[src/rtl/opseq_pkg.sv]
package opseq_pkg;
  typedef enum logic [7:0] {
    ST_IDLE  = 8'h01,
    ST_RUN   = 8'h02,
    ST_WAIT  = 8'h04,
    ST_SHIFT = 8'h08
  } seq_state_t;

  localparam logic [3:0] A_CLKCFG = 4'd3;
  localparam logic [3:0] A_TXD    = 4'd5;
  localparam logic [3:0] A_RXD    = 4'd6;
  localparam logic [3:0] A_PROG   = 4'd7;
  localparam logic [3:0] A_STAT   = 4'd8;

  localparam logic [3:0] OPH_END  = 4'h0;
  localparam logic [3:0] OPH_SEL  = 4'h1;
  localparam logic [3:0] OPH_OUT  = 4'h3;
  localparam logic [3:0] OPH_IN   = 4'h4;
  localparam logic [3:0] OPH_COPY = 4'hC;
  localparam logic [3:0] OPH_JMP  = 4'hE;
endpackage

[src/rtl/opseq_shifter.sv]
module opseq_shifter #(
  parameter int DIVW  = 12,
  parameter int WORDW = 64
) (
  input  logic             clk,
  input  logic             rst,
  input  logic [DIVW-1:0]  div,
  input  logic             start,
  input  logic             dir_in,
  input  logic [3:0]       nbytes,
  input  logic [WORDW-1:0] tx_word,
  input  logic             miso,
  output logic             sck,
  output logic             mosi,
  output logic             busy,
  output logic             done,
  output logic [WORDW-1:0] rx_word
);
  localparam int CNTW = $clog2(WORDW) + 1;

  logic [DIVW-1:0]  cnt;
  logic [CNTW-1:0]  bits_left;
  logic [WORDW-1:0] sh;
  logic             in_mode;

  always_ff @(posedge clk) begin
    if (rst) begin
      cnt       <= '0;
      bits_left <= '0;
      sh        <= '0;
      in_mode   <= 1'b0;
      sck       <= 1'b0;
      mosi      <= 1'b0;
      busy      <= 1'b0;
      done      <= 1'b0;
      rx_word   <= '0;
    end else begin
      done <= 1'b0;
      if (!busy) begin
        if (start) begin
          busy      <= 1'b1;
          cnt       <= '0;
          sh        <= tx_word;
          bits_left <= CNTW'({nbytes, 3'b000});
          in_mode   <= dir_in;
          mosi      <= dir_in ? 1'b0 : tx_word[WORDW-1];
          rx_word   <= '0;
        end
      end else if (cnt == div) begin
        cnt <= '0;
        if (!sck) begin
          sck <= 1'b1;
          if (in_mode) rx_word <= {rx_word[WORDW-2:0], miso};
        end else begin
          sck       <= 1'b0;
          sh        <= sh << 1;
          bits_left <= bits_left - 1'b1;
          if (bits_left == CNTW'(1)) begin
            busy <= 1'b0;
            done <= 1'b1;
            mosi <= 1'b0;
          end else begin
            mosi <= in_mode ? 1'b0 : sh[WORDW-2];
          end
        end
      end else begin
        cnt <= cnt + 1'b1;
      end
    end
  end
endmodule

[src/rtl/opseq_engine.sv]
module opseq_engine
  import opseq_pkg::*;
#(
  parameter int NCS = 4
) (
  input  logic           clk,
  input  logic           rst,
  input  logic           go,
  input  logic [63:0]    prog,
  input  logic           tx_full,
  input  logic           sh_done,
  output seq_state_t     state,
  output logic [NCS-1:0] cs_n,
  output logic           sh_start,
  output logic           sh_in,
  output logic [3:0]     sh_n,
  output logic           tx_take,
  output logic           tx_copy,
  output logic           rx_store,
  output logic           tx_starve,
  output logic           bad_op
);
  seq_state_t st_n;
  logic [2:0] pc, pc_n;
  logic [3:0] sel, sel_n, nb, nb_n;
  logic       in_m, in_n, last_out, lo_n, adv;
  logic [5:0] base;
  logic [7:0] op;
  logic [3:0] hi, lo;

  always_comb begin
    base = {~pc, 3'b000};
    op   = prog[base +: 8];
    hi   = op[7:4];
    lo   = op[3:0];
  end

  always_comb begin
    st_n = state; pc_n = pc; sel_n = sel; nb_n = nb; in_n = in_m; lo_n = last_out;
    sh_start = 1'b0; tx_take = 1'b0; tx_copy = 1'b0; rx_store = 1'b0;
    tx_starve = 1'b0; bad_op = 1'b0; adv = 1'b0;
    case (state)
      ST_IDLE: if (go) begin st_n = ST_RUN; pc_n = '0; lo_n = 1'b0; end
      ST_RUN: begin
        lo_n = 1'b0;
        case (hi)
          OPH_END: if (lo == 4'd0) st_n = ST_IDLE; else bad_op = 1'b1;
          OPH_SEL: begin sel_n = lo; adv = 1'b1; end
          OPH_OUT: begin
            if (lo == 4'd0 || lo > 4'd8) bad_op = 1'b1;
            else begin
              nb_n = lo; in_n = 1'b0;
              if (tx_full) begin tx_take = 1'b1; sh_start = 1'b1; st_n = ST_SHIFT; end
              else begin tx_starve = 1'b1; st_n = ST_WAIT; end
            end
          end
          OPH_IN: begin
            if (lo == 4'd0 || lo > 4'd8 || !last_out) bad_op = 1'b1;
            else begin nb_n = lo; in_n = 1'b1; sh_start = 1'b1; st_n = ST_SHIFT; end
          end
          OPH_COPY: if (lo == 4'd0) begin tx_copy = 1'b1; adv = 1'b1; end else bad_op = 1'b1;
          OPH_JMP:  if (lo < 4'd8) pc_n = lo[2:0]; else bad_op = 1'b1;
          default:  bad_op = 1'b1;
        endcase
        if (bad_op) begin st_n = ST_IDLE; sel_n = '0; end
      end
      ST_WAIT: if (tx_full) begin tx_take = 1'b1; sh_start = 1'b1; st_n = ST_SHIFT; end
      ST_SHIFT: if (sh_done) begin rx_store = in_m; lo_n = !in_m; adv = 1'b1; end
      default: st_n = ST_IDLE;
    endcase
    if (adv) begin
      if (pc == 3'd7) st_n = ST_IDLE;
      else begin pc_n = pc + 3'd1; st_n = ST_RUN; end
    end
    sh_n  = nb_n;
    sh_in = in_n;
  end

  always_ff @(posedge clk) begin
    if (rst) begin
      state <= ST_IDLE; pc <= '0; sel <= '0; nb <= '0;
      in_m <= 1'b0; last_out <= 1'b0; cs_n <= '1;
    end else begin
      state <= st_n; pc <= pc_n; sel <= sel_n; nb <= nb_n;
      in_m <= in_n; last_out <= lo_n;
      for (int i = 0; i < NCS; i++) cs_n[i] <= (sel_n != 4'(i + 1));
    end
  end
endmodule

[src/rtl/opseq_spi.sv]
module opseq_spi
  import opseq_pkg::*;
#(
  parameter int NCS  = 4,
  parameter int DIVW = 12
) (
  input  logic           clk,
  input  logic           rst,
  input  logic           reg_wr,
  input  logic           reg_rd,
  input  logic [3:0]     reg_addr,
  input  logic [63:0]    reg_wdata,
  output logic [63:0]    reg_rdata,
  output logic           sck,
  output logic           mosi,
  input  logic           miso,
  output logic [NCS-1:0] cs_n
);
  localparam int WORDW   = 64;
  localparam int DIV_LSB = WORDW - DIVW;
  localparam int ERR_BIT = 12;

  seq_state_t       st;
  logic [DIVW-1:0]  div;
  logic             arm, srst_q, core_rst;
  logic [WORDW-1:0] prog, tx_data, rx_data, sh_rx, status;
  logic             tx_full, rx_full, tx_unr, tx_ovr, rx_unr, rx_ovr, err;
  logic             wr_clk, wr_tx, wr_prog, wr_stat, rd_rx, go;
  logic             sh_start, sh_in, sh_busy, sh_done;
  logic [3:0]       sh_n;
  logic             tx_take, tx_copy, rx_store, tx_starve, bad_op;

  assign core_rst = rst | srst_q;
  assign wr_clk   = reg_wr && reg_addr == A_CLKCFG;
  assign wr_tx    = reg_wr && reg_addr == A_TXD;
  assign wr_prog  = reg_wr && reg_addr == A_PROG;
  assign wr_stat  = reg_wr && reg_addr == A_STAT;
  assign rd_rx    = reg_rd && reg_addr == A_RXD;
  assign go       = wr_prog && st == ST_IDLE;

  opseq_engine #(.NCS(NCS)) u_eng (
    .clk(clk), .rst(core_rst), .go(go), .prog(prog), .tx_full(tx_full),
    .sh_done(sh_done), .state(st), .cs_n(cs_n), .sh_start(sh_start),
    .sh_in(sh_in), .sh_n(sh_n), .tx_take(tx_take), .tx_copy(tx_copy),
    .rx_store(rx_store), .tx_starve(tx_starve), .bad_op(bad_op)
  );

  opseq_shifter #(.DIVW(DIVW), .WORDW(WORDW)) u_shf (
    .clk(clk), .rst(core_rst), .div(div), .start(sh_start), .dir_in(sh_in),
    .nbytes(sh_n), .tx_word(tx_data), .miso(miso), .sck(sck), .mosi(mosi),
    .busy(sh_busy), .done(sh_done), .rx_word(sh_rx)
  );

  always_ff @(posedge clk) begin
    if (rst) begin
      div <= '0; arm <= 1'b0; srst_q <= 1'b0;
    end else begin
      srst_q <= 1'b0;
      if (wr_clk) begin
        div    <= reg_wdata[WORDW-1 -: DIVW];
        arm    <= reg_wdata[36] && reg_wdata[38];
        srst_q <= arm && reg_wdata[37] && reg_wdata[39];
      end
    end
  end

  always_ff @(posedge clk) begin
    if (core_rst) begin
      prog <= '0; tx_data <= '0; rx_data <= '0;
      tx_full <= 1'b0; rx_full <= 1'b0;
      tx_unr <= 1'b0; tx_ovr <= 1'b0; rx_unr <= 1'b0; rx_ovr <= 1'b0; err <= 1'b0;
    end else begin
      if (wr_stat) begin
        tx_unr <= 1'b0; tx_ovr <= 1'b0; rx_unr <= 1'b0; rx_ovr <= 1'b0; err <= 1'b0;
      end
      if (go) prog <= reg_wdata;
      if (tx_starve) tx_unr <= 1'b1;
      if (bad_op) err <= 1'b1;
      if (tx_take) tx_full <= 1'b0;
      if (tx_copy) tx_full <= 1'b1;
      if (wr_tx) begin
        if (tx_full) tx_ovr <= 1'b1;
        else begin tx_data <= reg_wdata; tx_full <= 1'b1; end
      end
      if (rd_rx) begin
        if (!rx_full) rx_unr <= 1'b1;
        rx_full <= 1'b0;
      end
      if (rx_store) begin
        if (rx_full && !rd_rx) rx_ovr <= 1'b1;
        else begin rx_data <= sh_rx; rx_full <= 1'b1; end
      end
    end
  end

  always_comb begin
    status          = '0;
    status[63]      = rx_full;
    status[62]      = rx_ovr;
    status[61]      = rx_unr;
    status[59]      = tx_full;
    status[58]      = tx_ovr;
    status[57]      = tx_unr;
    status[55:48]   = st;
    status[ERR_BIT] = err;
  end

  always_ff @(posedge clk) begin
    if (rst) reg_rdata <= '0;
    else if (reg_rd) begin
      case (reg_addr)
        A_CLKCFG: reg_rdata <= {div, {DIV_LSB{1'b0}}};
        A_TXD:    reg_rdata <= tx_data;
        A_RXD:    reg_rdata <= rx_data;
        A_PROG:   reg_rdata <= prog;
        A_STAT:   reg_rdata <= status;
        default:  reg_rdata <= '0;
      endcase
    end
  end
endmodule

[config.mk]
export PLATFORM = sky130hd
export DESIGN_NAME = opseq_spi
export DESIGN_NICKNAME = d
export VERILOG_FILES = /design/src/rtl/opseq_pkg.sv /design/src/rtl/opseq_shifter.sv /design/src/rtl/opseq_engine.sv /design/src/rtl/opseq_spi.sv
export SDC_FILE = /design/constraint.sdc
export NUM_CORES = 1
export LEC_CHECK = 0
export BUFFER_PORTS_ARGS = -buffer_cell sky130_fd_sc_hd__buf_2
export CORE_MARGIN = 2
export CORE_UTILIZATION = 35
export CTS_BUF_LIST = sky130_fd_sc_hd__clkbuf_8
export DETAILED_ROUTE_END_ITERATION = 8
export GPL_ROUTABILITY_DRIVEN = 0
export GPL_TIMING_DRIVEN = 0
export SLEW_MARGIN = 20
export SYNTH_ARGS = -nofsm -noshare
export SYNTH_HDL_FRONTEND = slang
export SYNTH_SLANG_ARGS = --single-unit
export TNS_END_PERCENT = 1
[constraint.sdc]
create_clock -name clk -period 2.9 [get_ports clk]
set_input_delay 0.29 -clock clk [delete_from_list [all_inputs] [get_ports clk]]
set_output_delay 0.29 -clock clk [all_outputs]
set_load 0.02 [all_outputs]
==> results_dict.tcl, run 1 <==
set metrics [dict create \
    postSynthNetCount 2188 \
    crit_path_end_kind "register" \
    relSlewSlack 0.243 \
    drive_above_1_share 0.159 \
    cts_buffers 77 \
    clk-insertion-delay-late_ns 0.67 \
    synth_enable_flop_cells 0 \
    core_region_area_um2 51300 \
    synth_seq_cells 449 \
    synth_most_common_cell "dfxtp_1" \
    min_to "reg_rdata[5]$_SDFFE_PP0P_" \
    ant_nets 0 \
    grtUsageTotal 0.235 \
    synth_largest_area_cell "dfxtp_1" \
    outcome "finished with violations" \
    numClockSinks 449 \
    timing.final.ws_setup_ns -0.526 \
    h-tree-depth 3 \
    hp-class "in -> reg" \
    top_layer "met5" \
    fmax_ghz 0.292 \
    critical_path_class "reg -> reg" \
    worst_pin_slew_ns 1.14 \
    die_w_um 232 \
    crit_buf_inv 7 \
    r2r_start "u_eng.pc[0]$_SDFF_PP0_" \
    p_leak_nw 7.82 \
    syn_inst 2110 \
    cpPeakStageDelay_ns 0.55 \
    dr_wl_met3_um 4640 \
    ys.warnings.count 0 \
    grt_max_degree 11 \
    drv_slew 0 \
    ios 143 \
    root_buffer "clkbuf_8" \
    drt_iter0_drc 1958 \
    rsz0062_at_grt "yes" \
    dp.final_hpwl_um 46900 \
    grt_overflow 0 \
    stdcell_area_um2 22800 \
    crit-reg2reg-capture "u_shf.rx_word[28]$_SDFFE_PP0P_" \
    drc 0 \
    maxCapViolCount 0 \
    clock_path_buffers 3 \
    cp.arrival_ns 4.01 \
    min_period_ns 3.43 \
    drtPass1Iterations 8 \
    cp-start-kind "register" \
    vdd_drop_max_uv 262 \
    syn_avg_cell_area_um2 8.62 \
    fill_cells 5018 \
    crit_required_ns 3.49 \
    synth-main-ff-cell "dfxtp_1" \
    syn-cell-area_um2 18200 \
    hold_depth 4 \
    finalCritPeriodShare 1.18 \
    path_max_fanout 10 \
    fin_skew_ns 0.0300 \
    antenna_found_initial 1 \
    synth.area.top_cells "dfxtp_1 49%, nand2_1 9.1%, a21oi_1 8.6%" \
    start_util 0.355 \
    synthTopCellsByCount "449 x dfxtp_1, 441 x nand2_1, 313 x a21oi_1, 223 x nor2_1, 136 x clkbuf_1" \
    dpl-instance-area_um2 19800 \
    finalSetupViolCount 170 \
    wl_met2_um 29800 \
    placed_cells 2932 \
    grt_pass1_wl_um 97100 \
    yosys.area.top_type_share 0.494 \
    r2r_cells 14 \
    die_h_um 232 \
    cpMostUsedCell "buf_4" \
    path_cells "buf_8 > buf_12 > mux4_2 > mux2_4 > o41ai_4 > buf_4 > nor4_4 > buf_4 > o31a_4 > a311oi_4 > buf_4 > buf_12 > buf_8 > a22o_1" \
    clk_pin_slew_worst_paths_ns 0.06 \
    wirelength_met1_um 27200 \
    ys_types 71 \
    power.density_nw_per_um2 570 \
    violations "setup timing" \
    slowest_stage "mux4_2" \
    grt_pass1_vias 16577 \
    layout.cells.non_filler 3166 \
    regToRegSetupSlack_ns -0.53 \
    synthArstFlopShare 0 \
    syn2layout_area_growth_pct 25.1 \
    min_from "reg_rd" \
    finalPower_mw 13.0 \
    viasPerCell 5.49 \
    design.die.area_um2 53800 \
    yosysSeqAreaShare 0.494 \
    wire_per_inst_um 20.4 \
    drt-total-wl_um 64700 \
    port_buffers 141 \
    hold_violations 0 \
    num_rows 83 \
    cts_tree "built" \
    nNetsFinal 2502 \
    vias 17366 \
    crit_family "buffers and inverters" \
]
[flip-flops by register name, summed over array words and instances (netlist names), 3 cells and up]
signal / flops
u_eng.nb: 4
u_eng.pc: 3
reg_rdata: 64
u_shf.rx_word: 64
rx_data: 64
u_shf.bits_left: 7
tx_data: 64
u_eng.cs_n: 4
prog: 64
u_eng.state: 4
u_eng.sel: 4
div: 12
u_shf.cnt: 12
u_shf.sh: 63
[power breakdown]
| group | total (mW) | internal (mW) | switching (mW) |
|---|---|---|---|
| clock | 5.82 | 3.13 | 2.69 |
| combinational | 0.852 | 0.320 | 0.533 |
| sequential | 6.31 | 6.22 | 0.0822 |
| total | 13.0 | 9.68 | 3.30 |
[worst reg2reg max path, stage by stage, from the launching register on]
cell,delay (ns)
dfxtp_2,0.35
buf_8,0.14
buf_12,0.14
mux4_2,0.55
mux2_4,0.33
o41ai_4,0.28
buf_4,0.19
nor4_4,0.04
buf_4,0.15
o31a_4,0.34
a311oi_4,0.24
buf_4,0.17
buf_12,0.15
buf_8,0.16
a22o_1,0.13
[per-layer routing]
layer  global-route usage  vias up
li1                     -     8179
met1                0.301     8311
met2                0.382      716
met3               0.0365      158
met4                0.118        2
met5                    0        -
[layout make-up]
cell class,instances,area (µm²),share of cell area
Buffer,167,833,0.0366
Timing Repair Buffer,236,1680,0.0736
Clock inverter,42,216,0.00951
Clock buffer,98,1350,0.0592
Sequential cell,449,8990,0.395
Tap cell,680,851,0.0374
Multi-Input combinational cell,1486,8820,0.387
Antenna cell,1,2.50,0.000110
Inverter,7,26.3,0.00115
[placed cells by master (no fill, tap or decap), drive strengths merged, types with 26 or more instances in the layout]
cell         synthesis  routed
nand2              441     441
a22oi               28      28
a22o                64      64
mux2i               70      70
clkbuf             136     233
nor2               223     223
buf                 32     203
dfxtp              449     449
nand3               26      26
a222oi              53      53
a211oi              68      68
a21oi              313     313
inv                  7      37
dlygate4sd3          0      65
[timing repair]
item                                    in CTS  in global routing
endpoints found under the setup margin     237                235
setup buffers                               21                  6
pin swaps                                   37                 14
hold buffers                                65                  0
resized for setup                           68                 47
gates cloned                                 2                  0
endpoints found under the hold margin      143                  0
[cells by family (layout without fill, tap and decap cells)]
logic type                 after synthesis  after routing  share of synthesized area
AOI/OAI and AO/OA                      606            606                      0.219
xor gates and xnor gates                14             14                    0.00674
adders and majority gates                5              5                    0.00344
buffers and inverters                  175            550                     0.0403
DFF                                    449            449                      0.494
muxes                                   94             94                     0.0635
other                                    0              1                          0
and+or+nand+nor                        767            767                      0.173
[worst max path at each step]
stage          cells after the start                   start  slack, ns                             end
2_1_floorplan                     10  u_eng.pc[0]$_SDFF_PP0_      -0.28  u_shf.rx_word[10]$_SDFFE_PP0P_
3_3_place_gp                      11  u_eng.pc[1]$_SDFF_PP0_      -1.58       u_shf.sh[61]$_SDFFE_PP0P_
3_5_place_dp                      11  u_eng.pc[1]$_SDFF_PP0_      -1.69       u_shf.sh[33]$_SDFFE_PP0P_
4_1_cts                           15  u_eng.pc[0]$_SDFF_PP0_      -0.57  u_shf.rx_word[14]$_SDFFE_PP0P_
5_1_grt                           14  u_eng.pc[0]$_SDFF_PP0_      -0.61  u_shf.rx_word[25]$_SDFFE_PP0P_
6_report                          14  u_eng.pc[0]$_SDFF_PP0_      -0.53  u_shf.rx_word[28]$_SDFFE_PP0P_
[metrics by stage]
stage | hold WS [ns] | setup WS (ns) | utilization | TNS (ns)
after global placement | 0.442 | -1.58 | 0.385 | -281.13
after detailed placement | 0.446 | -1.69 | 0.386 | -272.44
final | 0.200 | -0.526 | 0.444 | -64.28
after floorplan | 0.416 | -0.277 | - | -31.15
after CTS | 0.148 | -0.571 | 0.439 | -68.86
after global routing | 0.226 | -0.610 | 0.444 | -81.28
No activity file was read; power rests on OpenSTA's default activity.
==> inputs of run 2 (changes only) <==
Settings changed: CORE_UTILIZATION 35 to 56, PLACE_DENSITY set to 0.78, SLEW_MARGIN 20 to 25.
==> results_dict.tcl, run 2 (synthesized netlist as in run 1, its figures left out) <==
set metrics [dict create \
    outcome "finished with violations" \
    violations "setup timing" \
    crit_path_end_kind "register" \
    drc 0 \
    numClockSinks 449 \
    fin_skew_ns 0.0421 \
    core_region_area_um2 32300 \
    grtUsageTotal 0.345 \
    clk-insertion-delay-late_ns 0.64 \
    drt_iter0_drc 2340 \
    grt_overflow 0 \
    p_int_mw 9.70 \
    antenna_found_initial 1 \
    viasPerCell 6.13 \
    r2r_cells 8 \
    power_switching_share 0.246 \
    syn2layout_area_growth_pct 23.5 \
    min_period_ns 3.51 \
    vdd_drop_max_uv 475 \
    wire_per_inst_um 20.7 \
    fill_cells 2442 \
    die_h_um 184 \
    ios 143 \
    worst_pin_slew_ns 0.980 \
    r2r_start "u_shf.cnt[6]$_SDFFE_PP0P_" \
    root_buffer "clkbuf_8" \
    layout_common_cells "448 x dfxtp_1, 440 x nand2_1, 309 x a21oi_1" \
    hp-class "in -> reg" \
    hold_violations 0 \
    cts_tree "built" \
    final_common_cell "dfxtp_1" \
    setup_tns_ns -65.73 \
    die_w_um 184 \
    clk_pin_slew_worst_paths_ns 0.08 \
    grt_pass1_vias 16627 \
    p_comb_frac 0.066 \
    fmax_ghz 0.285 \
    finalCritPeriodShare 1.21 \
    cp.arrival_ns 4.06 \
    p_leak_nw 7.80 \
    drt-total-wl_um 60400 \
    path_cells "xor2_1 > nor4_1 > nand3_1 > nor2_1 > and4_1 > buf_1 > clkbuf_1 > a22o_1" \
    relSlewSlack 0.346 \
    maxCapViolCount 0 \
    crit_end "u_shf.rx_word[38]$_SDFFE_PP0P_" \
    dp.final_hpwl_um 41800 \
    port_buffers 141 \
    slowest_stage "buf_1" \
    regToRegSetupSlack_ns -0.61 \
    clock_path_buffers 3 \
    ant_nets 0 \
    drv_slew 0 \
    grt_pass1_wl_um 90700 \
    crit_required_ns 3.45 \
    cpPeakStageDelay_ns 0.69 \
    critical_path_class "reg -> reg" \
    timing.final.ws_setup_ns -0.607 \
    rsz0062_at_grt "yes" \
    cp-start-kind "register" \
    h-tree-depth 3 \
    cp-startpoint "u_shf.cnt[6]$_SDFFE_PP0P_" \
    cts_buffers 72 \
    vias 17879 \
    nNetsFinal 2496 \
    start_util 0.563 \
    num_rows 66 \
    design.die.area_um2 33900 \
    path_max_fanout 10 \
    clock_power_share 0.444 \
    power.density_nw_per_um2 573 \
    place_ws_ns -1.57 \
    seq_power_share 0.490 \
    grt_max_degree 11 \
    finalSetupViolCount 169 \
    crit-reg2reg-capture "u_shf.rx_word[38]$_SDFFE_PP0P_" \
    drive_above_1_share 0.159 \
    drtPass1Iterations 9 \
    switchingPower_mw 3.17 \
]
## run 2: stage by stage
step	hold WS, ns	cells	instance area (µm²)	total power [mW]	util
final	0.154	2916	22500	12.9	0.696
after global routing	0.199	2916	22500	13.2	0.696
after CTS	0.152	2913	22300	12.8	0.690
after detailed placement	0.446	2693	19500	7.11	0.604
after global placement	0.442	2693	19500	7.10	0.603
after floorplan	0.416	2110	18200	6.83	-
## run 2: area by class of cell
cell class	instances	area (µm²)	share of cell area
diodes	1	2.50	0.000111
plain buffers	168	880	0.0392
clock buffers	90	1240	0.0552
clock inverters	39	278	0.0124
inverters	7	26.3	0.00117
multi-input cells	1486	8790	0.392
flip-flops and latches	449	8990	0.400
well taps	442	553	0.0246
repair buffers	234	1700	0.0756
## run 2: worst max-delay path: cells and delay by family, from the launching register on
kind                   cells  cell delay [ns]
XOR/XNOR                   1             0.18
AO/OA/AOI/OAI              1             0.21
buffers and inverters      2             1.11
AND/OR/NAND/NOR            4             1.55
flip-flops                 1             0.36
## run 2: layer usage
metal | track usage | part of all wire | vias up
li1 | - | - | 8147
met1 | 0.444 | 0.39 | 8340
met2 | 0.532 | 0.44 | 1150
met3 | 0.0816 | 0.11 | 242
met4 | 0.198 | 0.059 | 0
met5 | 0 | 0 | -
## run 2: how the worst min path moves through the flow
stage / startpoint / end / slack (ns) / depth (start not counted)
2_1_floorplan: miso / u_shf.rx_word[0]$_SDFFE_PP0P_ / 0.42 / 1
3_3_place_gp: arm$_SDFFE_PP0P_ / arm$_SDFFE_PP0P_ / 0.44 / 2
3_5_place_dp: rx_data[33]$_SDFFE_PP0P_ / rx_data[33]$_SDFFE_PP0P_ / 0.45 / 2
4_1_cts: reg_rd / rx_unr$_SDFF_PP0_ / 0.15 / 5
5_1_grt: reg_rd / rx_unr$_SDFF_PP0_ / 0.20 / 5
6_report: reg_rd / rx_full$_SDFF_PP0_ / 0.15 / 4
## run 2: timing repair
action / 4_1_cts / 5_1_grt
cloned: 3 / 2
buffers inserted: 23 / 2
endpoints found under the hold margin: 142 / 0
gates resized for setup: 88 / 42
setup endpoints to repair: 172 / 298
hold buffers: 65 / 0
pin swaps: 49 / 28
## run 2: power by group through the flow
stage | clock network, mW | logic (mW) | registers [mW]
6_report | 5.72 | 0.852 | 6.31
5_1_grt | 6.03 | 0.894 | 6.30
4_1_cts | 5.72 | 0.801 | 6.29
3_5_place_dp | 0 | 0.685 | 6.43
3_3_place_gp | 0 | 0.676 | 6.42
2_1_floorplan | 0 | 0.432 | 6.40
